===== src/rtl/cfgsh_pkg.sv =====
package cfgsh_pkg;
  localparam int unsigned CFG_DATA_W = 32;
  localparam int unsigned CFG_ADDR_W = 4;
  localparam int unsigned CFG_NSLOT  = 1 << CFG_ADDR_W;
  localparam int unsigned SZ_CODE_W  = 3;
  localparam int unsigned SZ_BYTES_W = 13;
  localparam int unsigned SZ_MIN     = 128;
  localparam int unsigned SZ_MAXCODE = 5;

  typedef enum logic [CFG_ADDR_W-1:0] {
    SL_DEV    = 4'h0, SL_SLOT  = 4'h1, SL_LINK  = 4'h2, SL_PRIM  = 4'h3,
    SL_SEC    = 4'h4, SL_IOB   = 4'h5, SL_IOL   = 4'h6, SL_NP    = 4'h7,
    SL_PFB_LO = 4'h8, SL_PFB_HI = 4'h9, SL_PFL_LO = 4'hA, SL_PFL_HI = 4'hB,
    SL_PM     = 4'hC, SL_MSI   = 4'hD, SL_TCVC  = 4'hE, SL_BDF   = 4'hF
  } slot_id_e;
endpackage


===== src/rtl/cfgsh_sync.sv =====
module cfgsh_sync #(
  parameter int unsigned STAGES = 2
) (
  input  logic clk,
  input  logic rst_n,
  input  logic tog_async,
  output logic rst_sync_n,
  output logic edge_o
);
  localparam int unsigned RST_STAGES = 2;

  logic [RST_STAGES-1:0] rst_pipe_q, rst_pipe_d;
  logic [STAGES:0]       tog_q, tog_d;

  // reset: asserted at once, released through a short flop chain
  always_comb rst_pipe_d = {rst_pipe_q[RST_STAGES-2:0], 1'b1};

  always_ff @(posedge clk or negedge rst_n) begin
    if (!rst_n) rst_pipe_q <= '0;
    else        rst_pipe_q <= rst_pipe_d;
  end

  assign rst_sync_n = rst_pipe_q[RST_STAGES-1];

  // toggle chain: STAGES synchronizing flops plus one history flop
  always_comb tog_d = {tog_q[STAGES-1:0], tog_async};

  always_ff @(posedge clk or negedge rst_sync_n) begin
    if (!rst_sync_n) tog_q <= '0;
    else             tog_q <= tog_d;
  end

  assign edge_o = tog_q[STAGES] ^ tog_q[STAGES-1];
endmodule


===== src/rtl/cfgsh_slot_bank.sv =====
module cfgsh_slot_bank #(
  parameter int unsigned DATA_W = 32,
  parameter int unsigned ADDR_W = 4,
  localparam int unsigned NSLOT = 1 << ADDR_W
) (
  input  logic                         clk,
  input  logic                         rst_n,
  input  logic                         cap_en,
  input  logic [ADDR_W-1:0]            cap_addr,
  input  logic [DATA_W-1:0]            cap_data,
  output logic [NSLOT-1:0][DATA_W-1:0] slots_o,
  output logic                         all_valid_o
);
  logic [NSLOT-1:0][DATA_W-1:0] slots_q, slots_d;
  logic [NSLOT-1:0]             seen_q, seen_d;
  logic                         all_valid_q, all_valid_d;

  for (genvar g = 0; g < NSLOT; g++) begin : g_slot
    logic hit;
    assign hit = cap_en && (cap_addr == ADDR_W'(g));

    always_comb begin
      slots_d[g] = slots_q[g];
      seen_d[g]  = seen_q[g];
      if (hit) begin
        slots_d[g] = cap_data;
        seen_d[g]  = 1'b1;
      end
    end

    always_ff @(posedge clk or negedge rst_n) begin
      if (!rst_n) begin
        slots_q[g] <= '0;
        seen_q[g]  <= 1'b0;
      end else begin
        slots_q[g] <= slots_d[g];
        seen_q[g]  <= seen_d[g];
      end
    end
  end

  always_comb all_valid_d = &seen_d;

  always_ff @(posedge clk or negedge rst_n) begin
    if (!rst_n) all_valid_q <= 1'b0;
    else        all_valid_q <= all_valid_d;
  end

  assign slots_o     = slots_q;
  assign all_valid_o = all_valid_q;

  // the shadows move only on a capture
  p_hold_no_capture_r3: assert property (@(posedge clk) disable iff (!rst_n)
    !cap_en |=> $stable(slots_q));
  // a slot once seen stays seen
  p_seen_sticky_r10: assert property (@(posedge clk) disable iff (!rst_n)
    ((seen_q & $past(seen_q)) == $past(seen_q)));
  // the complete flag rises only as the result of a capture
  p_all_valid_rise_r10: assert property (@(posedge clk) disable iff (!rst_n)
    $rose(all_valid_q) |-> $past(cap_en));
endmodule


===== src/rtl/cfgsh_size_dec.sv =====
module cfgsh_size_dec #(
  parameter int unsigned CODE_W   = 3,
  parameter int unsigned BYTES_W  = 13,
  parameter int unsigned MIN_SIZE = 128,
  parameter int unsigned MAX_CODE = 5
) (
  input  logic               clk,
  input  logic               rst_n,
  input  logic               load,
  input  logic [CODE_W-1:0]  code,
  output logic [BYTES_W-1:0] bytes_o,
  output logic               rsvd_o
);
  localparam logic [CODE_W-1:0]  LAST_OK = CODE_W'(MAX_CODE);
  localparam logic [BYTES_W-1:0] BASE    = BYTES_W'(MIN_SIZE);

  logic [BYTES_W-1:0] bytes_q, bytes_d;
  logic               rsvd_q, rsvd_d;

  always_comb begin
    bytes_d = bytes_q;
    rsvd_d  = rsvd_q;
    if (load) begin
      if (code <= LAST_OK) begin
        bytes_d = BASE << code;
        rsvd_d  = 1'b0;
      end else begin
        rsvd_d  = 1'b1;
      end
    end
  end

  always_ff @(posedge clk or negedge rst_n) begin
    if (!rst_n) begin
      bytes_q <= '0;
      rsvd_q  <= 1'b0;
    end else begin
      bytes_q <= bytes_d;
      rsvd_q  <= rsvd_d;
    end
  end

  assign bytes_o = bytes_q;
  assign rsvd_o  = rsvd_q;

  // the count is zero or a single power of two no smaller than the base
  p_bytes_legal_r5: assert property (@(posedge clk) disable iff (!rst_n)
    $onehot0(bytes_q) && (bytes_q == '0 || bytes_q >= BASE));
  // a defined code clears the flag and yields a nonzero count
  p_code_ok_r5: assert property (@(posedge clk) disable iff (!rst_n)
    (load && code <= LAST_OK) |=> (!rsvd_q && bytes_q != '0));
  // a reserved code raises the flag and keeps the count
  p_rsvd_hold_r6: assert property (@(posedge clk) disable iff (!rst_n)
    (load && code > LAST_OK) |=> (rsvd_q && $stable(bytes_q)));
endmodule


===== src/rtl/cfg_shadow_capture.sv =====
module cfg_shadow_capture
  import cfgsh_pkg::*;
#(
  parameter int unsigned SYNC_STAGES = 2
) (
  input  logic        clk,
  input  logic        rst_n,
  input  logic        cfg_tog,
  input  logic [3:0]  cfg_addr,
  input  logic [31:0] cfg_data,
  output logic [15:0] dev_ctl,
  output logic [15:0] dev_ctl2,
  output logic [31:0] slot_ctl_sts,
  output logic [15:0] link_ctl,
  output logic [15:0] link_ctl2,
  output logic [15:0] prim_sts,
  output logic [7:0]  root_ctl,
  output logic [15:0] sec_sts,
  output logic [7:0]  sec_bus,
  output logic [7:0]  sub_bus,
  output logic [19:0] io_base,
  output logic [19:0] io_limit,
  output logic [11:0] np_base,
  output logic [11:0] np_limit,
  output logic [43:0] pf_base,
  output logic [43:0] pf_limit,
  output logic [31:0] pm_ctl_sts,
  output logic [15:0] msix_ctl,
  output logic [15:0] msi_ctl,
  output logic [23:0] tc_vc_map,
  output logic [12:0] bus_dev,
  output logic [12:0] payload_bytes,
  output logic [12:0] rdreq_bytes,
  output logic        payload_rsvd,
  output logic        rdreq_rsvd,
  output logic        all_valid
);
  localparam int unsigned NSIZE = 2;
  // position of each size code inside the slot-0 word (device control is the upper half)
  localparam int unsigned PAY_LSB = 16 + 5;
  localparam int unsigned RRQ_LSB = 16 + 12;

  logic                                 rst_sync_n;
  logic                                 cap_en;
  logic [CFG_NSLOT-1:0][CFG_DATA_W-1:0] sl;
  logic                                 size_load;
  logic [NSIZE-1:0][SZ_BYTES_W-1:0]     size_bytes;
  logic [NSIZE-1:0]                     size_rsvd;

  cfgsh_sync #(.STAGES(SYNC_STAGES)) u_sync (
    .clk        (clk),
    .rst_n      (rst_n),
    .tog_async  (cfg_tog),
    .rst_sync_n (rst_sync_n),
    .edge_o     (cap_en)
  );

  cfgsh_slot_bank #(.DATA_W(CFG_DATA_W), .ADDR_W(CFG_ADDR_W)) u_bank (
    .clk         (clk),
    .rst_n       (rst_sync_n),
    .cap_en      (cap_en),
    .cap_addr    (cfg_addr),
    .cap_data    (cfg_data),
    .slots_o     (sl),
    .all_valid_o (all_valid)
  );

  assign size_load = cap_en && (cfg_addr == SL_DEV);

  for (genvar s = 0; s < NSIZE; s++) begin : g_size
    localparam int unsigned LSB = (s == 0) ? PAY_LSB : RRQ_LSB;
    cfgsh_size_dec #(
      .CODE_W (SZ_CODE_W), .BYTES_W (SZ_BYTES_W),
      .MIN_SIZE (SZ_MIN),  .MAX_CODE (SZ_MAXCODE)
    ) u_dec (
      .clk     (clk),
      .rst_n   (rst_sync_n),
      .load    (size_load),
      .code    (cfg_data[LSB +: SZ_CODE_W]),
      .bytes_o (size_bytes[s]),
      .rsvd_o  (size_rsvd[s])
    );
  end

  assign payload_bytes = size_bytes[0];
  assign rdreq_bytes   = size_bytes[1];
  assign payload_rsvd  = size_rsvd[0];
  assign rdreq_rsvd    = size_rsvd[1];

  // field extraction
  assign dev_ctl      = sl[SL_DEV][31:16];
  assign dev_ctl2     = sl[SL_DEV][15:0];
  assign slot_ctl_sts = sl[SL_SLOT];
  assign link_ctl     = sl[SL_LINK][31:16];
  assign link_ctl2    = sl[SL_LINK][15:0];
  assign prim_sts     = sl[SL_PRIM][23:8];
  assign root_ctl     = sl[SL_PRIM][7:0];
  assign sec_sts      = sl[SL_SEC][31:16];
  assign sec_bus      = sl[SL_SEC][15:8];
  assign sub_bus      = sl[SL_SEC][7:0];
  assign io_base      = sl[SL_IOB][19:0];
  assign io_limit     = sl[SL_IOL][19:0];
  assign np_base      = sl[SL_NP][23:12];
  assign np_limit     = sl[SL_NP][11:0];
  assign pf_base      = {sl[SL_PFB_HI][11:0], sl[SL_PFB_LO]};
  assign pf_limit     = {sl[SL_PFL_HI][11:0], sl[SL_PFL_LO]};
  assign pm_ctl_sts   = sl[SL_PM];
  assign msix_ctl     = sl[SL_MSI][31:16];
  assign msi_ctl      = sl[SL_MSI][15:0];
  assign tc_vc_map    = sl[SL_TCVC][23:0];
  assign bus_dev      = sl[SL_BDF][12:0];

  logic unused_bits;
  assign unused_bits = ^{sl[SL_PRIM][31:24], sl[SL_IOB][31:20], sl[SL_IOL][31:20],
                         sl[SL_NP][31:24], sl[SL_PFB_HI][31:12], sl[SL_PFL_HI][31:12],
                         sl[SL_TCVC][31:24], sl[SL_BDF][31:13]};

  // the wide base moves only when one of its two halves is captured
  p_pf_base_src_r8: assert property (@(posedge clk) disable iff (!rst_sync_n)
    !(cap_en && (cfg_addr == SL_PFB_LO || cfg_addr == SL_PFB_HI)) |=> $stable(pf_base));
  // the byte counts change only on a capture of slot 0
  p_size_src_r5: assert property (@(posedge clk) disable iff (!rst_sync_n)
    !size_load |=> ($stable(payload_bytes) && $stable(rdreq_bytes)));
endmodule


===== config.mk =====
export PLATFORM = sky130hd
export DESIGN_NAME = cfg_shadow_capture
export DESIGN_NICKNAME = d
export VERILOG_FILES = /design/src/rtl/cfgsh_pkg.sv /design/src/rtl/cfgsh_sync.sv /design/src/rtl/cfgsh_slot_bank.sv /design/src/rtl/cfgsh_size_dec.sv /design/src/rtl/cfg_shadow_capture.sv
export SDC_FILE = /design/constraint.sdc
export NUM_CORES = 1
export LEC_CHECK = 0
export ABC_AREA = 0
export BUFFER_PORTS_ARGS = -buffer_cell sky130_fd_sc_hd__buf_2
export CORE_MARGIN = 2
export CORE_UTILIZATION = 31
export CTS_BUF_LIST = sky130_fd_sc_hd__clkbuf_2 sky130_fd_sc_hd__clkbuf_4 sky130_fd_sc_hd__clkbuf_8
export DETAILED_ROUTE_END_ITERATION = 12
export SYNTH_ARGS = -nofsm -noshare
export SYNTH_HDL_FRONTEND = slang
export SYNTH_HIERARCHICAL = 1
export SYNTH_SLANG_ARGS = --single-unit

===== constraint.sdc =====
create_clock -name clk -period 19.02 [get_ports clk]
set_input_delay 3.804 -clock clk [delete_from_list [all_inputs] [get_ports clk]]
set_output_delay 3.804 -clock clk [all_outputs]
set_load 0.05 [all_outputs]

==> Word level (Yosys, flattened, before mapping) <==
Cells that the tools add are included.
{ "totals": {"ff_bits": 455, "inputBits": 39, "output_inout_bits": 434, "elab_cells": 97} }
{ "classes": {"order_cmp": 2, "eq_ne": 15, "n_shift": 2, "n_mux": 18, "bitwise": 1, "reduce_logical": 20} }
{ "op_table": {"columns": ["op", "count"], "rows": [
  ["== test 4 bit, second input constant", 8],
  ["left shift 8 x 3 -> 13 bit, first input constant", 2],
  ["two-way mux 1 bit", 18],
  ["== test 4 x 3 -> 1 bit, second input constant", 4],
  ["logical AND 1 bit", 16],
  ["AND reduction 16 bit", 1],
  ["== test 4 x 2 -> 1 bit, second input constant", 2],
  ["<= comparator 3 bit, second input constant", 2],
  ["== test 4 x 1 -> 1 bit, second input constant", 1],
  ["zero test 4 bit", 1],
  ["AND reduction 2 bit", 2],
  ["bitwise XOR 1 bit", 1]
]} }

==> Depth between registers and ports, before layout <==
Gate-level depths: netlist of the first run.
{ "logic_depth": {"word_depth": 4, "mapped_depth": 6, "ltp_nobuf": 5} }

==> Modules after synthesis <==
The synthesis of the first run kept the hierarchy.
{ "modules_own_cells": {"columns": ["mod", "n_inst", "cells_per_inst", "area_per_inst_um2", "seq_area_each_um2"], "rows": [
  ["cfgsh_slot_bank", 1, 1189, 19730.2, 13237.7],
  ["cfgsh_size_dec", 2, 33, 385.4, 175.2],
  ["cfgsh_sync", 1, 7, 137.6, 125.1],
  ["cfg_shadow_capture", 1, 2, 18.8, 0.0]
]} }

==> Worst setup path after synthesis of the first run <==
Ideal clock, no wire load.
{ "synth_path": {"kind": "in2reg", "startpoint": "input port cfg_addr[0]", "endpoint": "register g_size[0].u_dec.bytes_q[9]", "setup_ps": 126, "arrival_time_ps": 4973, "t_required_ps": 18894, "setup_slack_ps": 13921, "stages": 4, "path_buffers": 0, "cell_sequence": "nand2b_1 nor4_2 and2b_4 a221o_1"} }
{ "synth_via": {"elab_chain_cells": 3} }
{ "synth_lines": {"columns": ["item", "line_no", "rtl"], "rows": [
  ["from (decl)", "cfg_shadow_capture.sv:9", "input logic [3:0] cfg_addr,"],
  ["zero test 4 bit", "cfg_shadow_capture.sv:68", "assign size_load = cap_en && (cfg_addr == SL_DEV);"],
  ["logical AND 1 bit", "cfg_shadow_capture.sv:68", null],
  ["net size_load", "cfg_shadow_capture.sv:46", "logic size_load;"],
  ["AND reduction 2 bit (no line)", null, null],
  ["to (signal assigned)", "cfgsh_size_dec.sv:38", "bytes_q <= bytes_d;"],
  ["to (decl)", "cfgsh_size_dec.sv:17", "logic [BYTES_W-1:0] bytes_q, bytes_d;"]
]} }
The timed path passes the listed nets, and every way through them passes these cells.
A chain may end at the register's enable or synchronous reset.

==> Worst setup path in the final report of the first run <==
{ "layout_path": {"startpoint": "input port cfg_addr[0]", "endpoint": "register u_bank.slots_q, in the netlist u_bank/slots_o[284]"} }
{ "layout_via": {"elab_chain_cells": 2} }
{ "layout_lines": {"columns": ["item", "line_no", "rtl"], "rows": [
  ["== test 4 bit", "cfgsh_slot_bank.sv:20", "assign hit = cap_en && (cap_addr == ADDR_W'(g));"],
  ["logical AND 1 bit", "cfgsh_slot_bank.sv:20", null],
  ["to (signal, indexed assignment)", "cfgsh_slot_bank.sv:36", "slots_q[g] <= slots_d[g];"],
  ["to (decl)", "cfgsh_slot_bank.sv:14", "logic [NSLOT-1:0][DATA_W-1:0] slots_q, slots_d;"]
]} }
No other way between the ends.

==> results of run 1 <==
state kept, by name, indices dropped and copies added, names as in the netlist:
name and cells:
u_bank/seen_q 16, g_size.u_dec/rsvd_o 2, g_size.u_dec/bytes_o 12, u_bank/slots_o 405, u_sync/tog_q 3, u_bank/all_valid_o 1, u_sync/rst_pipe_q 2
cells in the final DEF, fill, tap and decap left out, types with 2 or more instances in the layout:
cell,n
mux2_2,392
and2b_1,2
a221o_1,8
buf_2,458
nor2b_1,8
nand2_2,6
clkbuf_8,96
and2_4,2
clkinv_2,8
and3b_1,2
nor2_1,5
dfrtp_1,440
mux2_1,15
clkinvlp_4,4
nand3b_1,2
a21oi_1,16
conb_1,15
nor4_1,4
a22o_1,4
nor2_4,4
clkbuf_4,25
and2b_4,6
nor2_2,3
buf_4,10
and2_1,3
nand2b_1,3
a21bo_2,2
inv_1,16
worst max-delay path by stage:
stage,slack (ps),endpoint
after floorplan,5820,g_size[0].u_dec/bytes_o[10]
after global placement,13090,u_bank/slots_o[284]
after detailed placement,12990,u_bank/slots_o[284]
after CTS,13710,u_bank/slots_o[280]
after global routing,13600,u_bank/slots_o[279]
final,13680,u_bank/slots_o[284]
layer usage:
layer	vias up	wire [µm]	part of all wire, %
li1	4567	-	-
met1	5454	20600	43
met2	330	22800	48
met3	79	3260	6.8
met4	2	1020	2.1
met5	-	13	0.027
critical path, cell delays in order:
cell	delay, ps
buf_2	140
nor2_1	530
nand2_2	790
mux2_2	540
layout make-up:
cell class                 instances  area [µm²]  share of cell area [%]
multi-input combinational        510        5290                    24.9
sequential                       441       11000                    51.9
inverter                          16        60.1                   0.283
tap                              696         871                    4.10
timing repair buffer             469        2390                    11.2
clock inverter                    13         100                   0.471
clock buffer                     121        1510                    7.10
through the flow:
stage	util (%)	std cells
5_1_grt	39.7	2266
2_1_floorplan	-	1057
3_3_place_gp	36.7	2132
3_5_place_dp	36.7	2132
4_1_cts	39.7	2266
6_report	39.7	2266
power breakdown:
group	switching [W]	internal (W)
Combinational	0.00111	0.000343
Sequential	0.000120	0.00118
Clock	0.000382	0.000515
Total	0.00161	0.00204
==> run metrics, run 1 <==
WHS 346 ps; post-route ant nets 0; Peak VDD IR 89.1 µV; fin crit period 5340 ps; nets 1555; Achievable Freq 0.187 GHz; RR Startpoint u_sync/rst_pipe_q[1]; worst hold path endpoint u_sync/tog_q[1]; Worst setup EP type flop; H-tree depth 3; R2R depth 3; kind of critical path primary input to flop; status completed; yosys warns 6; hpwl dp 32600 µm; Die H 236 µm; Clock Skews 19.5 ps; fin area 21300 µm²; vias in the first global route 11123; Root Buffer clkbuf_8; DR DRC count 0; Initial Util 31.2%; Clock Sinks 441; die area 55900 µm²; WL/cell 21.0 µm; clk_lat worst skew 630 ps; maximum fanout along the worst path 32; post-CTS resize count 0; first-pass GRT wire length 71600 µm; Mapped Area 16700 µm²; unrepaired setup endpoints after global routing no; DR vias 10432; crit path launch cfg_addr[0]; Setup crit start kind primary input; Worst-path clk slew 60 ps; met1 Resource Use GR 21.3%; # rows 85; IO Pins 473; GR Layer Usage met3 5.85%; hold wc startpoint u_sync/tog_q[0]; flop2flop setup slack 15610 ps; hold_buf cts 0; setup_tns 0 ps; drt initial violations 439; Hold Violations, Final 0; Slew @ Worst Pin 1090 ps; pre-CTS WS 12990 ps; Max-Cap Viols 0; max-slew violation count 0; reg2reg end u_bank/slots_o[387]; port buffer count 458; Hold Path Stages 0; drt via density 4.60; # setup viols final 0; Fill cells 5102; die width 236 µm; Post-Syn Instances 1045; met2 usage 27.4%; P_leak 10.3 nW; Antenna diodes 0; CTS tree done; clock buffer depth 3; CTS buffer count 78; antenna violations before repair 1; Worst EP arrival 5840 ps; GRT overflow 0; largest net degree at the start of global routing 170; final worst path period share 28.1%; Most Used Layer, Global Route met2; Req. time, crit path 19520 ps; WL final 47600 µm; placed inst area 19700 µm²; total design power 0.00366 W; core region area 53600 µm²; Hold WC Path Type flop to flop; PD cells 172 nW/µm²; Rel. slew slack 26.7%; GPL Wtd Cong 0.777; post-CTS setup buffer count 0; layout cells sized above 1 65.1%; synth-to-layout area growth 26.9%; drt pass-1 iters 4; final worst slack 13680 ps; Post-Syn Area per Cell 16.0 µm²; Tot GR Track Use 16.9%
Note: power is estimated with default switching activity, not from simulation.
==> run 2, diff against run 1 <==
==> constraint.sdc (replaced) <==
create_clock -name clk -period 4.4 [get_ports clk]
set_input_delay 0.88 -clock clk [delete_from_list [all_inputs] [get_ports clk]]
set_output_delay 0.88 -clock clk [all_outputs]
set_load 0.05 [all_outputs]
==> run metrics, run 2 (synthesis gave the netlist of run 1 again) <==
drt pass-1 iters 4 (unchanged); hpwl dp 32800 µm (+0.69%); max-slew violation count 0 (unchanged); hold wc startpoint cfg_tog; worst hold path endpoint u_sync/tog_q[0]; Reg power frac 35.4% (-0.3 points); Tot GR Track Use 17.2% (+0.30 points); setup_tns 0 ps (unchanged); Power Internal 0.00894 W (+340%); Die H 236 µm (unchanged); Worst path slowest cell nor2_4; DR vias 10555 (+1.2%); pre-CTS WS 1310 ps (-11680 ps); placed inst area 19700 µm² (+0.31%); GRT overflow 0 (unchanged); Slew @ Worst Pin 1240 ps (+144 ps); Peak VDD IR 405 µV (+350%); Clock Skews 34.2 ps (+14.6 ps); antenna violations before repair 4 (+3); crit path cell chain xor2_1 -> nand3_1 -> nor2_4 -> buf_4 -> mux2_2; status completed; Req. time, crit path 4920 ps (-14600 ps); final worst slack 1530 ps (-12140 ps); worst path bufs/invs 1 (unchanged); kind of critical path flop to flop; drt via density 4.65 (+0.91%); Clk pwr share 25.1% (+0.5 points); Worst EP arrival 3380 ps (-2460 ps); most frequent cells in the layout 458 x buf_2, 440 x dfrtp_1, 392 x mux2_2; clk_lat worst skew 660 ps (+30 ps); Hold WC Path Type primary input to flop; commonest non-fill, non-tap cell in the layout buf_2; Worst setup EP type flop; CTS buffer count 77 (-1.3%); Hold Violations, Final 0 (unchanged); Clock Sinks 441 (unchanged); GPL Wtd Cong 0.757 (-2.6%); P_sw 0.00700 W (+330%); first-pass GRT wire length 72500 µm (+1.2%); core region area 53600 µm² (unchanged); post-CTS setup buffer count 0 (unchanged); Worst-path clk slew 60 ps (about the same); CTS tree done; Hold Path Stages 1 (+1); Max stage delay on crit path 810 ps (+20 ps); RR Startpoint u_sync/tog_q[1]; die area 55900 µm² (unchanged); Rel. slew slack 17.6% (-9.1 points); Setup crit start kind flop; post-route ant nets 0 (unchanged); drt initial violations 424 (-3.4%); P_leak 10.4 nW (+0.33%); nets 1560 (+0.32%); fin crit period 2870 ps; Sw Ratio 43.9% (-0.23 points); fin area 21400 µm² (+0.51%); Max-Cap Viols 0 (unchanged); WL/cell 21.2 µm (+0.95%); Root Buffer clkbuf_8; R2R depth 5 (+2); Initial Util 31.2% (unchanged); IO Pins 473 (unchanged); Final Core Density 39.9% (+0.20 points); maximum fanout along the worst path 23 (-28%); layout cells sized above 1 65.1% (about the same); # setup viols final 0 (unchanged); unrepaired setup endpoints after global routing no; PD cells 746 nW/µm² (+330%); port buffer count 458 (unchanged); final worst path period share 65.2%; flop2flop setup slack 1530 ps (-14080 ps); DR DRC count 0 (unchanged); die width 236 µm (unchanged); WL final 48200 µm (+1.2%); largest net degree at the start of global routing 126 (-26%); crit path launch u_sync/tog_q[1]; crit-path leading delay family simple AND/OR/NAND/NOR gates; reg2reg end u_bank/slots_o[438]; max FFs per register 405 (unchanged); # rows 85 (unchanged); vias in the first global route 11281 (+1.4%); H-tree depth 3 (unchanged); Achievable Freq 0.349 GHz; combinational fraction of design power 39.5% (-0.3 points); clock buffer depth 3 (unchanged); synth-to-layout area growth 27.6%
-- run 2: worst max path at each step --
stage                                       end  slack [ps]  depth (start not counted)
floorplan           g_size[0].u_dec/bytes_o[10]          80                          0
global placement            u_bank/slots_o[438]        1350                          5
detailed placement          u_bank/slots_o[438]        1310                          5
CTS                         u_bank/slots_o[447]        1490                          5
global route                u_bank/slots_o[447]        1340                          5
finish                      u_bank/slots_o[438]        1530                          5
-- run 2: cell type report --
class,instances,area (µm²)
fillers,5115,32200
flip-flops and latches,441,11000
multi-input cells,510,5290
repair buffers,475,2460
clock buffers,118,1460
well taps,696,871
clock inverters,14,188
inverters,16,60.1
diodes,2,5.00
-- run 2: timing repair --
action | CTS | global route
hold endpoints to repair | 2 | 0
hold buffers | 1 | 0
endpoints found under the setup margin | 0 | 0
gates resized for setup | 0 | 0
-- run 2: layer usage --
layer  vias to the layer above  global-route usage (%)  wire, µm  part of all wire, %
li1                       4584                       -         -                    -
met1                      5532                    21.7     20600                   43
met2                       352                    27.7     23000                   48
met3                        81                    5.64      3550                  7.4
met4                         6                    6.12      1010                  2.1
met5                         -                       0        34                0.071
-- run 2: stage by stage --
stage	cells	hold WS [ps]	total power [W]
3_5_place_dp	2137	340	0.0120
3_3_place_gp	2137	338	0.0119
2_1_floorplan	1057	331	0.0104
5_1_grt	2271	286	0.0166
4_1_cts	2270	249	0.0161
6_report	2272	343	0.0159
-- run 2: power by group through the flow --
stage          sequential, W  clock, W  combinational, W
3_3_place_gp         0.00565         0           0.00629
2_1_floorplan        0.00938         0           0.00104
5_1_grt              0.00578   0.00434           0.00650
3_5_place_dp         0.00570         0           0.00633
4_1_cts              0.00565   0.00415           0.00633
6_report             0.00564   0.00400           0.00629
==> run 3, diff against run 2 <==
==> constraint.sdc (replaced) <==
create_clock -name clk -period 2.7 [get_ports clk]
set_input_delay 0.54 -clock clk [delete_from_list [all_inputs] [get_ports clk]]
set_output_delay 0.54 -clock clk [all_outputs]
set_load 0.05 [all_outputs]
==> run metrics, run 3 (synthesis gave the netlist of run 1 again) <==
maximum fanout along the worst path 14 (-39%); Setup crit start kind flop; die area 55900 µm² (unchanged); Achievable Freq 0.441 GHz (+27%); Die H 236 µm (unchanged); clock buffer depth 3 (unchanged); # rows 85 (unchanged); core region area 53600 µm² (unchanged); CTS tree done; layout cells sized above 1 65.6% (+0.57 points); crit path cell chain xor2_1 -> nor3b_4 -> and2_2 -> buf_4 -> mux2_2; P_leak 10.5 nW (+1.6%); IO Pins 473 (unchanged); setup_tns 0 ps (unchanged); Root Buffer clkbuf_8; die width 236 µm (unchanged); Peak VDD IR 596 µV (+47%); DR DRC count 0 (unchanged); Tot GR Track Use 17.5% (+0.28 points); DR vias 10597 (+0.40%); pre-CTS WS 457 ps (-850 ps); final worst slack 434 ps (-1100 ps); Antenna diodes 0 (-2); Max stage delay on crit path 460 ps (-350 ps); antenna violations before repair 4 (unchanged); RR Startpoint u_sync/tog_q[1]; WL/cell 21.1 µm (-0.32%); fin crit period 2270 ps (-601 ps); # setup viols final 0 (unchanged); Multi-input gate area 5290 µm² (unchanged); hpwl dp 34100 µm (+3.7%); Slew @ Worst Pin 730 ps (-505 ps); placed inst area 19900 µm² (+1.2%); port buffer count 458 (unchanged); Req. time, crit path 3190 ps (-1730 ps); Hold Violations, Final 0 (unchanged); WL final 48600 µm (+0.86%); vias in the first global route 11499 (+1.9%); drt initial violations 403 (-5.0%); CTS buffer count 78 (+1.3%); status completed; drt via density 4.61 (-0.78%); Fill cells 5089 (-0.51%); post-CTS resize count 0 (unchanged); Worst path slowest cell nor3b_4; Max-Cap Viols 0 (unchanged); H-tree depth 3 (unchanged); worst path bufs/invs 1 (unchanged); Rel. slew slack 51.3% (+34 points); Worst setup EP type flop; Clock Sinks 441 (unchanged); crit path launch u_sync/tog_q[1]; total design power 0.0259 W (+63%); kind of critical path flop to flop; max FFs per register 405 (unchanged); Reg area 11000 µm² (unchanged); crit-path leading delay family simple AND/OR/NAND/NOR gates; final worst path period share 83.9% (+19 points); largest net degree at the start of global routing 61 (-52%); nets 1587 (+1.7%); most frequent cells in the layout 458 x buf_2, 440 x dfrtp_1, 392 x mux2_2; post-route ant nets 0 (unchanged); WHS 244 ps (-98.5 ps); Hold WC Path Type primary input to asynchronous set/reset pin; Worst EP arrival 2760 ps (-620 ps); Clock Skews 19.7 ps (-14.5 ps); max-slew violation count 0 (unchanged); clk_lat worst skew 630 ps (-30 ps); GPL Wtd Cong 0.769 (+1.6%); Initial Util 31.2% (unchanged); PD cells 1200 nW/µm² (+61%); first-pass GRT wire length 74100 µm (+2.2%); GRT overflow 0 (unchanged); Worst-path clk slew 70 ps (about the same); unrepaired setup endpoints after global routing no; fin area 21600 µm² (+1.1%); commonest non-fill, non-tap cell in the layout buf_2; synth-to-layout area growth 29.0%; drt pass-1 iters 4 (unchanged)
==> run 3: metrics by stage <==
step                utilization, %  cells
global route                  40.3   2299
finish                        40.3   2299
global placement              37.2   2162
detailed placement            37.2   2162
floorplan                        -   1057
CTS                           40.3   2299
==> run 3: final timing paths <==
kind	endpoint	slack, ps	depth (start not counted)
hold / removal	u_sync/rst_pipe_q[1]	240	2
hold reg to reg	u_sync/rst_pipe_q[1]	350	0
setup reg to reg	u_bank/slots_o[118]	430	5
min in group clk	u_bank/slots_o[447]	280	2
setup / recovery	u_bank/slots_o[118]	430	5
max in group asynchronous	u_bank/slots_o[80]	1440	1
==> run 3: layout make-up <==
cell class	instances	share of cell area [%]
multi-input cells	510	24.5
well taps	696	4.03
flip-flops and latches	441	51.1
repair buffers	501	12.5
clock inverters	10	0.405
inverters	16	0.278
clock buffers	125	7.18
==> run 3: worst register-to-register path: cells and delay by family (launching register included) <==
family / cells / cell delay (ps)
AND/OR/NAND/NOR: 2 / 710
XOR/XNOR: 1 / 410
flip-flops: 1 / 390
multiplexers: 1 / 380
buffers and inverters: 1 / 240
==> run 3: timing repair <==
| item | in CTS | in global routing |
|---|---|---|
| hold buffers | 2 | 0 |
| setup buffers | 0 | 0 |
| endpoints found under the hold margin | 3 | 0 |
==> run 3: report_power, final <==
group	leakage, nW	switching [W]	internal (W)
combinational	4.29	0.00785	0.00244
clock	0.872	0.00269	0.00372
sequential	5.36	0.000869	0.00834
total	10.5	0.0114	0.0145
==> run 3: layer usage <==
layer | vias up | GRT usage, % | wire [µm]
met2 | 336 | 28.7 | 23500
met5 | - | 0 | 48
met1 | 5566 | 21.9 | 20600
li1 | 4624 | - | -
met3 | 63 | 6.25 | 3820
met4 | 8 | 4.76 | 661
